`src/rtl/tx429_pkg.sv`:
```
package tx429_pkg;
  localparam int unsigned BYTE_W    = 8;
  localparam int unsigned NBYTES    = 4;
  localparam int unsigned WORD_W    = BYTE_W * NBYTES;
  localparam int unsigned GAP_W     = 4;
  localparam int unsigned SLOTS     = WORD_W + GAP_W;
  localparam int unsigned SLOT_W    = $clog2(SLOTS);
  localparam int unsigned SYNC_SLOT = 7;  // zero-based slot of bit 8
  localparam int unsigned CNT_W     = $clog2(NBYTES);
endpackage

```
`src/rtl/tx429_wrsync.sv`:
```
module tx429_wrsync #(
  parameter int unsigned STAGES = 2
) (
  input  logic clk,
  input  logic rst_n,
  input  logic wr_n,
  output logic wr_pulse
);
  localparam int unsigned DEPTH = STAGES + 1;

  logic [DEPTH-1:0] pipe_q;
  logic [DEPTH-1:0] pipe_d;

  always_comb begin
    pipe_d = {pipe_q[DEPTH-2:0], wr_n};
  end

  always_ff @(posedge clk or negedge rst_n) begin
    if (!rst_n) pipe_q <= {DEPTH{1'b1}};
    else        pipe_q <= pipe_d;
  end

  // rising edge of the synchronized strobe
  assign wr_pulse = pipe_q[DEPTH-2] & ~pipe_q[DEPTH-1];
endmodule

```
`src/rtl/tx429_wordbuf.sv`:
```
module tx429_wordbuf
  import tx429_pkg::*;
(
  input  logic              clk,
  input  logic              rst_n,
  input  logic              wr_pulse,
  input  logic              a0,
  input  logic [BYTE_W-1:0] din,
  input  logic              parity_en,
  input  logic              take,
  output logic              full,
  output logic [WORD_W-1:0] word
);
  logic [BYTE_W-1:0] held_q [NBYTES-1];
  logic [BYTE_W-1:0] held_d [NBYTES-1];
  logic [CNT_W-1:0]  cnt_q, cnt_d;
  logic              full_q, full_d;
  logic [WORD_W-1:0] word_q, word_d;
  logic [WORD_W-1:0] asm_w;
  logic              accept;

  // word in line order: index 0 is the first bit sent
  always_comb begin
    for (int i = 0; i < BYTE_W; i++) asm_w[i] = held_q[0][BYTE_W-1-i];
    for (int k = 1; k < NBYTES-1; k++)
      for (int j = 0; j < BYTE_W; j++) asm_w[k*BYTE_W+j] = held_q[k][j];
    for (int j = 0; j < BYTE_W; j++) asm_w[(NBYTES-1)*BYTE_W+j] = din[j];
    if (parity_en) asm_w[WORD_W-1] = ~(^asm_w[WORD_W-2:0]);
  end

  assign accept = wr_pulse & ~full_q;

  always_comb begin
    held_d = held_q;
    cnt_d  = cnt_q;
    full_d = full_q;
    word_d = word_q;
    if (take) full_d = 1'b0;
    if (accept) begin
      if (a0) begin
        held_d[0] = din;
        cnt_d     = CNT_W'(1);
      end else if (cnt_q != '0) begin
        if (cnt_q == CNT_W'(NBYTES-1)) begin
          word_d = asm_w;
          full_d = 1'b1;
          cnt_d  = '0;
        end else begin
          held_d[cnt_q] = din;
          cnt_d         = cnt_q + CNT_W'(1);
        end
      end
    end
  end

  always_ff @(posedge clk or negedge rst_n) begin
    if (!rst_n) begin
      for (int k = 0; k < NBYTES-1; k++) held_q[k] <= '0;
      cnt_q  <= '0;
      full_q <= 1'b0;
      word_q <= '0;
    end else begin
      held_q <= held_d;
      cnt_q  <= cnt_d;
      full_q <= full_d;
      word_q <= word_d;
    end
  end

  assign full = full_q;
  assign word = word_q;
endmodule

```
`src/rtl/tx429_serializer.sv`:
```
module tx429_serializer
  import tx429_pkg::*;
(
  input  logic              clk,
  input  logic              rst_n,
  input  logic              full,
  input  logic [WORD_W-1:0] word,
  output logic              take,
  output logic              data_phase,
  output logic              cur_bit,
  output logic              bit8
);
  localparam logic [SLOT_W-1:0] LAST_SLOT = SLOT_W'(SLOTS-1);
  localparam logic [SLOT_W-1:0] DATA_END  = SLOT_W'(WORD_W);

  logic              busy_q, busy_d;
  logic [SLOT_W-1:0] slot_q, slot_d;
  logic [WORD_W-1:0] sh_q, sh_d;

  assign take = full & (~busy_q | (slot_q == LAST_SLOT));

  always_comb begin
    busy_d = busy_q;
    slot_d = slot_q;
    sh_d   = sh_q;
    if (take) begin
      busy_d = 1'b1;
      slot_d = '0;
      sh_d   = word;
    end else if (busy_q) begin
      sh_d = {1'b0, sh_q[WORD_W-1:1]};
      if (slot_q == LAST_SLOT) begin
        busy_d = 1'b0;
        slot_d = '0;
      end else begin
        slot_d = slot_q + SLOT_W'(1);
      end
    end
  end

  always_ff @(posedge clk or negedge rst_n) begin
    if (!rst_n) begin
      busy_q <= 1'b0;
      slot_q <= '0;
      sh_q   <= '0;
    end else begin
      busy_q <= busy_d;
      slot_q <= slot_d;
      sh_q   <= sh_d;
    end
  end

  assign data_phase = busy_q & (slot_q < DATA_END);
  assign cur_bit    = sh_q[0];
  assign bit8       = busy_q & (slot_q == SLOT_W'(SYNC_SLOT));
endmodule

```
`src/rtl/tx429_top.sv`:
```
module tx429_top
  import tx429_pkg::*;
(
  input  logic              clk,
  input  logic              rst_n,
  input  logic              wr_n,
  input  logic              a0,
  input  logic [BYTE_W-1:0] din,
  input  logic              parity_en,
  output logic              ready,
  output logic              bit_one,
  output logic              bit_zero,
  output logic              data561,
  output logic              sync561_n
);
  logic [1:0]        rst_q;
  logic              srst_n;
  logic              wr_pulse;
  logic              take;
  logic              full;
  logic [WORD_W-1:0] word;
  logic              data_phase;
  logic              cur_bit;
  logic              bit8;

  // asynchronous assert, synchronous release
  always_ff @(posedge clk or negedge rst_n) begin
    if (!rst_n) rst_q <= 2'b00;
    else        rst_q <= {rst_q[0], 1'b1};
  end
  assign srst_n = rst_q[1];

  tx429_wrsync #(.STAGES(2)) u_sync (
    .clk(clk), .rst_n(srst_n), .wr_n(wr_n), .wr_pulse(wr_pulse)
  );

  tx429_wordbuf u_buf (
    .clk(clk), .rst_n(srst_n), .wr_pulse(wr_pulse), .a0(a0), .din(din),
    .parity_en(parity_en), .take(take), .full(full), .word(word)
  );

  tx429_serializer u_ser (
    .clk(clk), .rst_n(srst_n), .full(full), .word(word), .take(take),
    .data_phase(data_phase), .cur_bit(cur_bit), .bit8(bit8)
  );

  assign ready     = ~full;
  assign bit_one   = clk & data_phase & cur_bit;
  assign bit_zero  = clk & data_phase & ~cur_bit;
  assign data561   = data_phase & cur_bit;
  assign sync561_n = ~(bit8 & ~clk);
endmodule

```
`config.mk`:
```
export PLATFORM = sky130hd
export DESIGN_NAME = tx429_top
export DESIGN_NICKNAME = d
export VERILOG_FILES = /design/src/rtl/tx429_pkg.sv /design/src/rtl/tx429_wrsync.sv /design/src/rtl/tx429_wordbuf.sv /design/src/rtl/tx429_serializer.sv /design/src/rtl/tx429_top.sv
export SDC_FILE = /design/constraint.sdc
export NUM_CORES = 1
export LEC_CHECK = 0
export ABC_CLOCK_PERIOD_IN_PS = 3150
export CAP_MARGIN = 10
export CELL_PAD_IN_SITES_DETAIL_PLACEMENT = 1
export CELL_PAD_IN_SITES_GLOBAL_PLACEMENT = 2
export CORE_MARGIN = 8
export CORE_UTILIZATION = 40
export DETAILED_ROUTE_END_ITERATION = 10
export DONT_BUFFER_PORTS = 1
export GPL_ROUTABILITY_DRIVEN = 1
export PLACE_DENSITY = 0.79
export RECOVER_POWER = 100
export SLEW_MARGIN = 20
export SYNTH_ARGS = -nofsm -noshare
export SYNTH_HDL_FRONTEND = slang
export SYNTH_SLANG_ARGS = --single-unit
```
`constraint.sdc`:
```
create_clock -name clk -period 3.15 [get_ports clk]
set_input_delay 0.7875 -clock clk [delete_from_list [all_inputs] [get_ports clk]]
set_output_delay 0.7875 -clock clk [all_outputs]
set_load 0.005 [all_outputs]
```
==> results of run 1 <==
-- synth_stat cells (4+ instances only) --
master    number
xnor3_1        4
ha_1           5
xnor2_1       20
nor2_1         5
buf_2          4
nand2_1       72
inv_1          5
mux2_2        52
dfrtp_1      100
o21ai_0        8
clkbuf_1       7
a21oi_1        4
a22oi_1       31
-- power groups by stage --
stage	registers (mW)	clock network (mW)	logic [mW]
3_5_place_dp	2.09	0.0146	1.55
4_1_cts	2.07	1.14	1.55
2_1_floorplan	1.99	0.0146	1.26
3_3_place_gp	2.07	0.0146	1.50
5_1_grt	2.12	1.13	1.67
6_report	2.06	1.04	1.51
-- cell type report --
cell class,instances,share of cell area [%]
Clock buffer,14,3.27
Clock inverter,7,2.14
Inverter,6,0.464
Multi-Input combinational cell,234,36.3
Sequential cell,103,53.1
Tap cell,140,3.61
Timing Repair Buffer,6,1.08
-- registers in the layout, indices dropped and copies added, names as in the netlist --
| name | cells |
|---|---|
| rst_q | 2 |
| u_buf.asm_w | 24 |
| u_buf.cnt_q | 2 |
| u_buf.full | 1 |
| u_buf.word | 32 |
| u_ser.busy_q | 1 |
| u_ser.sh_q | 32 |
| u_ser.slot_q | 6 |
| u_sync.pipe_q | 3 |
-- layout by cell type (no fill, tap or decap), drive strengths merged, types with 3 or more instances in the layout --
| cell type | count |
|---|---|
| a21oi | 4 |
| a22oi | 31 |
| and2 | 3 |
| clkbuf | 16 |
| dfrtp | 100 |
| dfstp | 3 |
| ha | 5 |
| inv | 8 |
| mux2 | 55 |
| nand2 | 72 |
| nand3 | 3 |
| nor2 | 5 |
| nor2b | 3 |
| o21ai | 8 |
| xnor2 | 20 |
| xnor3 | 4 |
-- cells by family (layout without fill, tap and decap cells) --
| logic type | count (synthesis) | count (layout) | share of synthesized area, % |
|---|---|---|---|
| buf+inv | 21 | 33 | 2.47 |
| flops | 103 | 103 | 57.9 |
| compound gates | 50 | 50 | 8.31 |
| fa+ha+maj | 5 | 5 | 1.40 |
| simple gates | 96 | 96 | 9.35 |
| xor+xnor | 26 | 26 | 6.34 |
| other cells | 1 | 1 | 0.0841 |
| mux | 56 | 56 | 14.1 |
-- final timing paths --
| kind | startpoint | end | slack (ns) | cells past startpoint |
|---|---|---|---|---|
| worst max register to register | u_ser.busy_q | u_ser.sh_q[23] | 0.68 | 4 |
| min in group asynchronous | rst_n | rst_q[0] | 0.54 | 1 |
| max in group asynchronous | rst_q[1] | u_ser.sh_q[24] | 1.07 | 0 |
| worst min register to register | rst_q[0] | rst_q[1] | 0.36 | 0 |
| worst max-delay path | clk | sync561_n | 0.24 | 3 |
| worst min-delay path | wr_n | u_sync.pipe_q[0] | 0.30 | 0 |
-- metal layers --
layer,global-route usage (%),up-vias
li1,-,1250
met1,17.2,1416
met2,21.0,27
met3,4.44,12
met4,6.32,0
met5,0,-
-- stage by stage --
step	hold WS, ns	power [mW]	area, sq um	setup WS (ns)
5_1_grt	0.259	4.92	4860	0.177
3_3_place_gp	0.339	3.59	4600	0.641
3_5_place_dp	0.347	3.65	4600	0.641
2_1_floorplan	0.331	3.27	4460	0.0736
4_1_cts	0.271	4.76	4900	0.349
6_report	0.300	4.60	4860	0.240
-- repair_timing --
action                                 in CTS  in global routing
setup buffers                               0                  0
hold buffers                                1                  0
endpoints found under the hold margin       2                  0
-- worst reg2reg max path, delay by kind of cell, from the launching register on --
family	cells	cell delay (ns)
buffers and inverters	1	0.62
and+or+nand+nor	2	1.11
AOI/OAI and AO/OA	1	0.19
DFF	1	0.49
==> metrics.csv, run 1 <==
metric,value,unit
first_pass_iters,4,
yosys_warnings,0,
grt_pass1_wl,15700,um
wirelength,9170,um
clk_latency,0.48,ns
antenna_found_initial,0,
antennaDiodeCount,0,
multi_input_area,0.00176,sq mm
synthArstFlopShare,100,%
cp_max_fo,2,
path_cells,clkbuf_1 -> clkdlybuf4s25_1 -> nand3b_1,
synth_ff_type,dfrtp_1,
drt-met1-wl,4260,um
worst_setup_path_start_kind,clock port,
mappedNetlistArea,0.00446,sq mm
hold_violations,0,
setup-violations-final,0,
syn_area_per_cell,12.4,sq um
swShare,33.3,%
die_h,122,um
status,"complete, but fails checks",
pin_count,18,
p_clk_share,22.5,%
num_rows,38,
vias,2705,
synth_cell_types,38,
relSlewSlack,-39.5,%
fp.coreArea,0.0108,sq mm
syn_to_final_growth,9.01,%
post-route-drc-count,0,
slowest_stage,clkdlybuf4s25_1,
io_buffers,0,
violations,"capacitance limit, slew limit",
final_cells,510,
grt_pass1_vias,2967,
routed_via_density,5.30,
place_congestion,0.740,
wl_met2,4490,um
critical-path-top-delay-family,buffers and inverters,
finalMaxSlewViolations,51,
p_leak,2.33,nW
yosys.area.top_type,dfrtp_1,
final_nets,382,
drt_iter0_drc,163,
combPwrFrac,32.7,%
detail_route.wl_per_cell,18.0,um
wl_met3,285,um
max_stage_delay,0.26,ns
die_w,122,um
criticalPathCategory,clock port to primary output,
p_sw,1.53,mW
max_cap_violations,1,
p_int,3.07,mW
start_util,41.1,%
tightest_slew,2.09,ns
cts_resized,0,
hold_class,input port to register,
grt_usage,13.7,%
critPathBufInv,2,
final.fill_count,1132,
rsz0062_at_grt,false,
crit_required,2.36,ns
max-vdd-ir-drop,0.409,mV
cts_tree,built,
highest_layer,met4,
ys_seq_elements,103,
clk_pin_slew_worst_paths,0.10,ns
finalClockSkew,0.0148,ns
gr-total-overflow,0,
ff_latch_area,0.00258,sq mm
seqPwrFrac,44.7,%
drive_gt1_share,21.6,%
syn_nets,376,
dieArea,0.0148,sq mm
hpwl,6000,um
synthCells,358,
powerDensity,947,mW/mm^2
place_inst,488,
grt_max_degree,52,
synth_top_area_share,56.1,%
synth-seq-area-share,57.9,%
cp-end-kind,primary output,
setup_tns,0,ns
arrival,2.12,ns
fin_util,44.8,%
synth_edf_count,0,
ys_top_cells_by_area,"dfrtp_1, mux2_2, nand2_1, a22oi_1, xnor2_1",
postRouteAntennaNets,0,
No activity file was read; power rests on OpenSTA's default activity.
==> inputs of run 2 (changes only) <==
CORE_ASPECT_RATIO = 1.4   (was not set)
==> metrics.csv, run 2 (synthesized netlist as in run 1, its figures left out) <==
metric,value,unit
status,"complete, but fails checks",
violations,"capacitance limit, slew limit",
drive_gt1_share,21.4,%
stdcell_area,0.00497,sq mm
final_nets,382,
routed_via_density,5.31,
fp.coreArea,0.0109,sq mm
hpwl,6180,um
gr-total-overflow,0,
grt_pass1_wl,16000,um
relSlewSlack,-26.8,%
setup_tns,0,ns
worst_slack,0.258,ns
cp_max_fo,3,
crit_required,2.36,ns
seqPwrFrac,41.9,%
criticalPathCategory,clock port to primary output,
swShare,31.7,%
final_cell_mix,"dfrtp_1, nand2_1, mux2_2",
die_h,141,um
syn_to_final_growth,11.6,%
p_leak,2.38,nW
p_sw,1.57,mW
clk_latency,0.45,ns
tightest_slew,1.90,ns
combPwrFrac,30.9,%
drt_iter0_drc,119,
worst_setup_path_start_kind,clock port,
clk_pin_slew_worst_paths,0.07,ns
detail_route.wl_per_cell,18.5,um
max-vdd-ir-drop,0.543,mV
dpl-instance-area,0.00461,sq mm
vias,2717,
grt_pass1_vias,3010,
multi_input_area,0.00176,sq mm
place_congestion,0.719,
finalMaxSlewViolations,39,
powerDensity,995,mW/mm^2
grt_usage,14.0,%
cts_tree,built,
p_clk_share,27.2,%
postRouteAntennaNets,0,
arrival,2.10,ns
mostFrequentLayoutCell,dfrtp_1,
grt_max_degree,67,
cp-end-kind,primary output,
antenna_found_initial,0,
finalClockSkew,0.00783,ns
die_w,105,um
hold_class,input port to register,
post-route-drc-count,0,
fin_worst_hold_slack,0.322,ns
dieArea,0.0148,sq mm
final.fill_count,1144,
num_rows,45,
reg2reg_slack,0.48,ns
setup-violations-final,0,
p_int,3.38,mW
ff_latch_area,0.00258,sq mm
max_cap_violations,1,
io_buffers,0,
pin_count,18,
start_util,41.0,%
wirelength,9480,um
hold_violations,0,
rsz0062_at_grt,false,
first_pass_iters,4,
pre_cts_ws,0.641,ns
run 2: changes by cell type in the layout (fill, tap and decap cells not counted), moves of 2 or more:
cell	change
clkinv_4	+2
clkbuf_2	-2
clkbuf_8	-9
buf_4	+2
clkbuf_16	+10
run 2: area by class of cell:
cell class	count	share of cell area [%]
antenna	1	0.0503
clock buffer	15	5.86
sequential	103	51.9
clock inverter	6	1.89
multi-input combinational	234	35.4
inverter	6	0.453
tap	141	3.55
timing repair buffer	6	0.830
run 2: worst max-delay path, stage by stage:
cell and delay (ns):
clkbuf_1 0.09, clkdlybuf4s25_1 0.25, nand3b_1 0.19
run 2: path summary, 6_finish.rpt:
check | end | cells after the start | startpoint
worst min-delay path | u_sync.pipe_q[0] | 0 | wr_n
worst min register to register | rst_q[1] | 0 | rst_q[0]
min in group asynchronous | rst_q[0] | 1 | rst_n
max in group asynchronous | u_ser.sh_q[24] | 1 | rst_q[1]
worst max-delay path | sync561_n | 3 | clk
worst max register to register | u_ser.sh_q[23] | 6 | u_buf.full
run 2: timing repair:
action / CTS / global route
hold buffers: 0 / 1
gates resized for setup: 0 / 0
hold endpoints to repair: 0 / 2
setup buffers: 0 / 0
setup endpoints to repair: 0 / 0
run 2: per-stage QoR:
step	utilization [%]	power (mW)	instances
after detailed placement	42.4	3.69	489
final	45.8	4.95	512
after global routing	45.7	5.27	511
after floorplan	-	3.27	358
after CTS	46.4	5.18	510
after global placement	42.4	3.59	489
run 2: per-layer routing:
metal	part of all wire, %	vias up	routed length, um	track usage, %
met2	50	45	4730	22.0
met1	42	1403	4030	16.5
met3	5.1	19	479	5.11
met4	2.5	0	238	7.16
li1	-	1250	-	-
met5	0	-	0	0
run 2: power groups by stage:
stage / clock (mW) / combinational (mW) / sequential, mW
after floorplan: 0.0146 / 1.26 / 1.99
after global placement: 0.0146 / 1.50 / 2.08
after detailed placement: 0.0146 / 1.58 / 2.10
after CTS: 1.52 / 1.58 / 2.08
after global routing: 1.44 / 1.69 / 2.14
final: 1.35 / 1.53 / 2.07
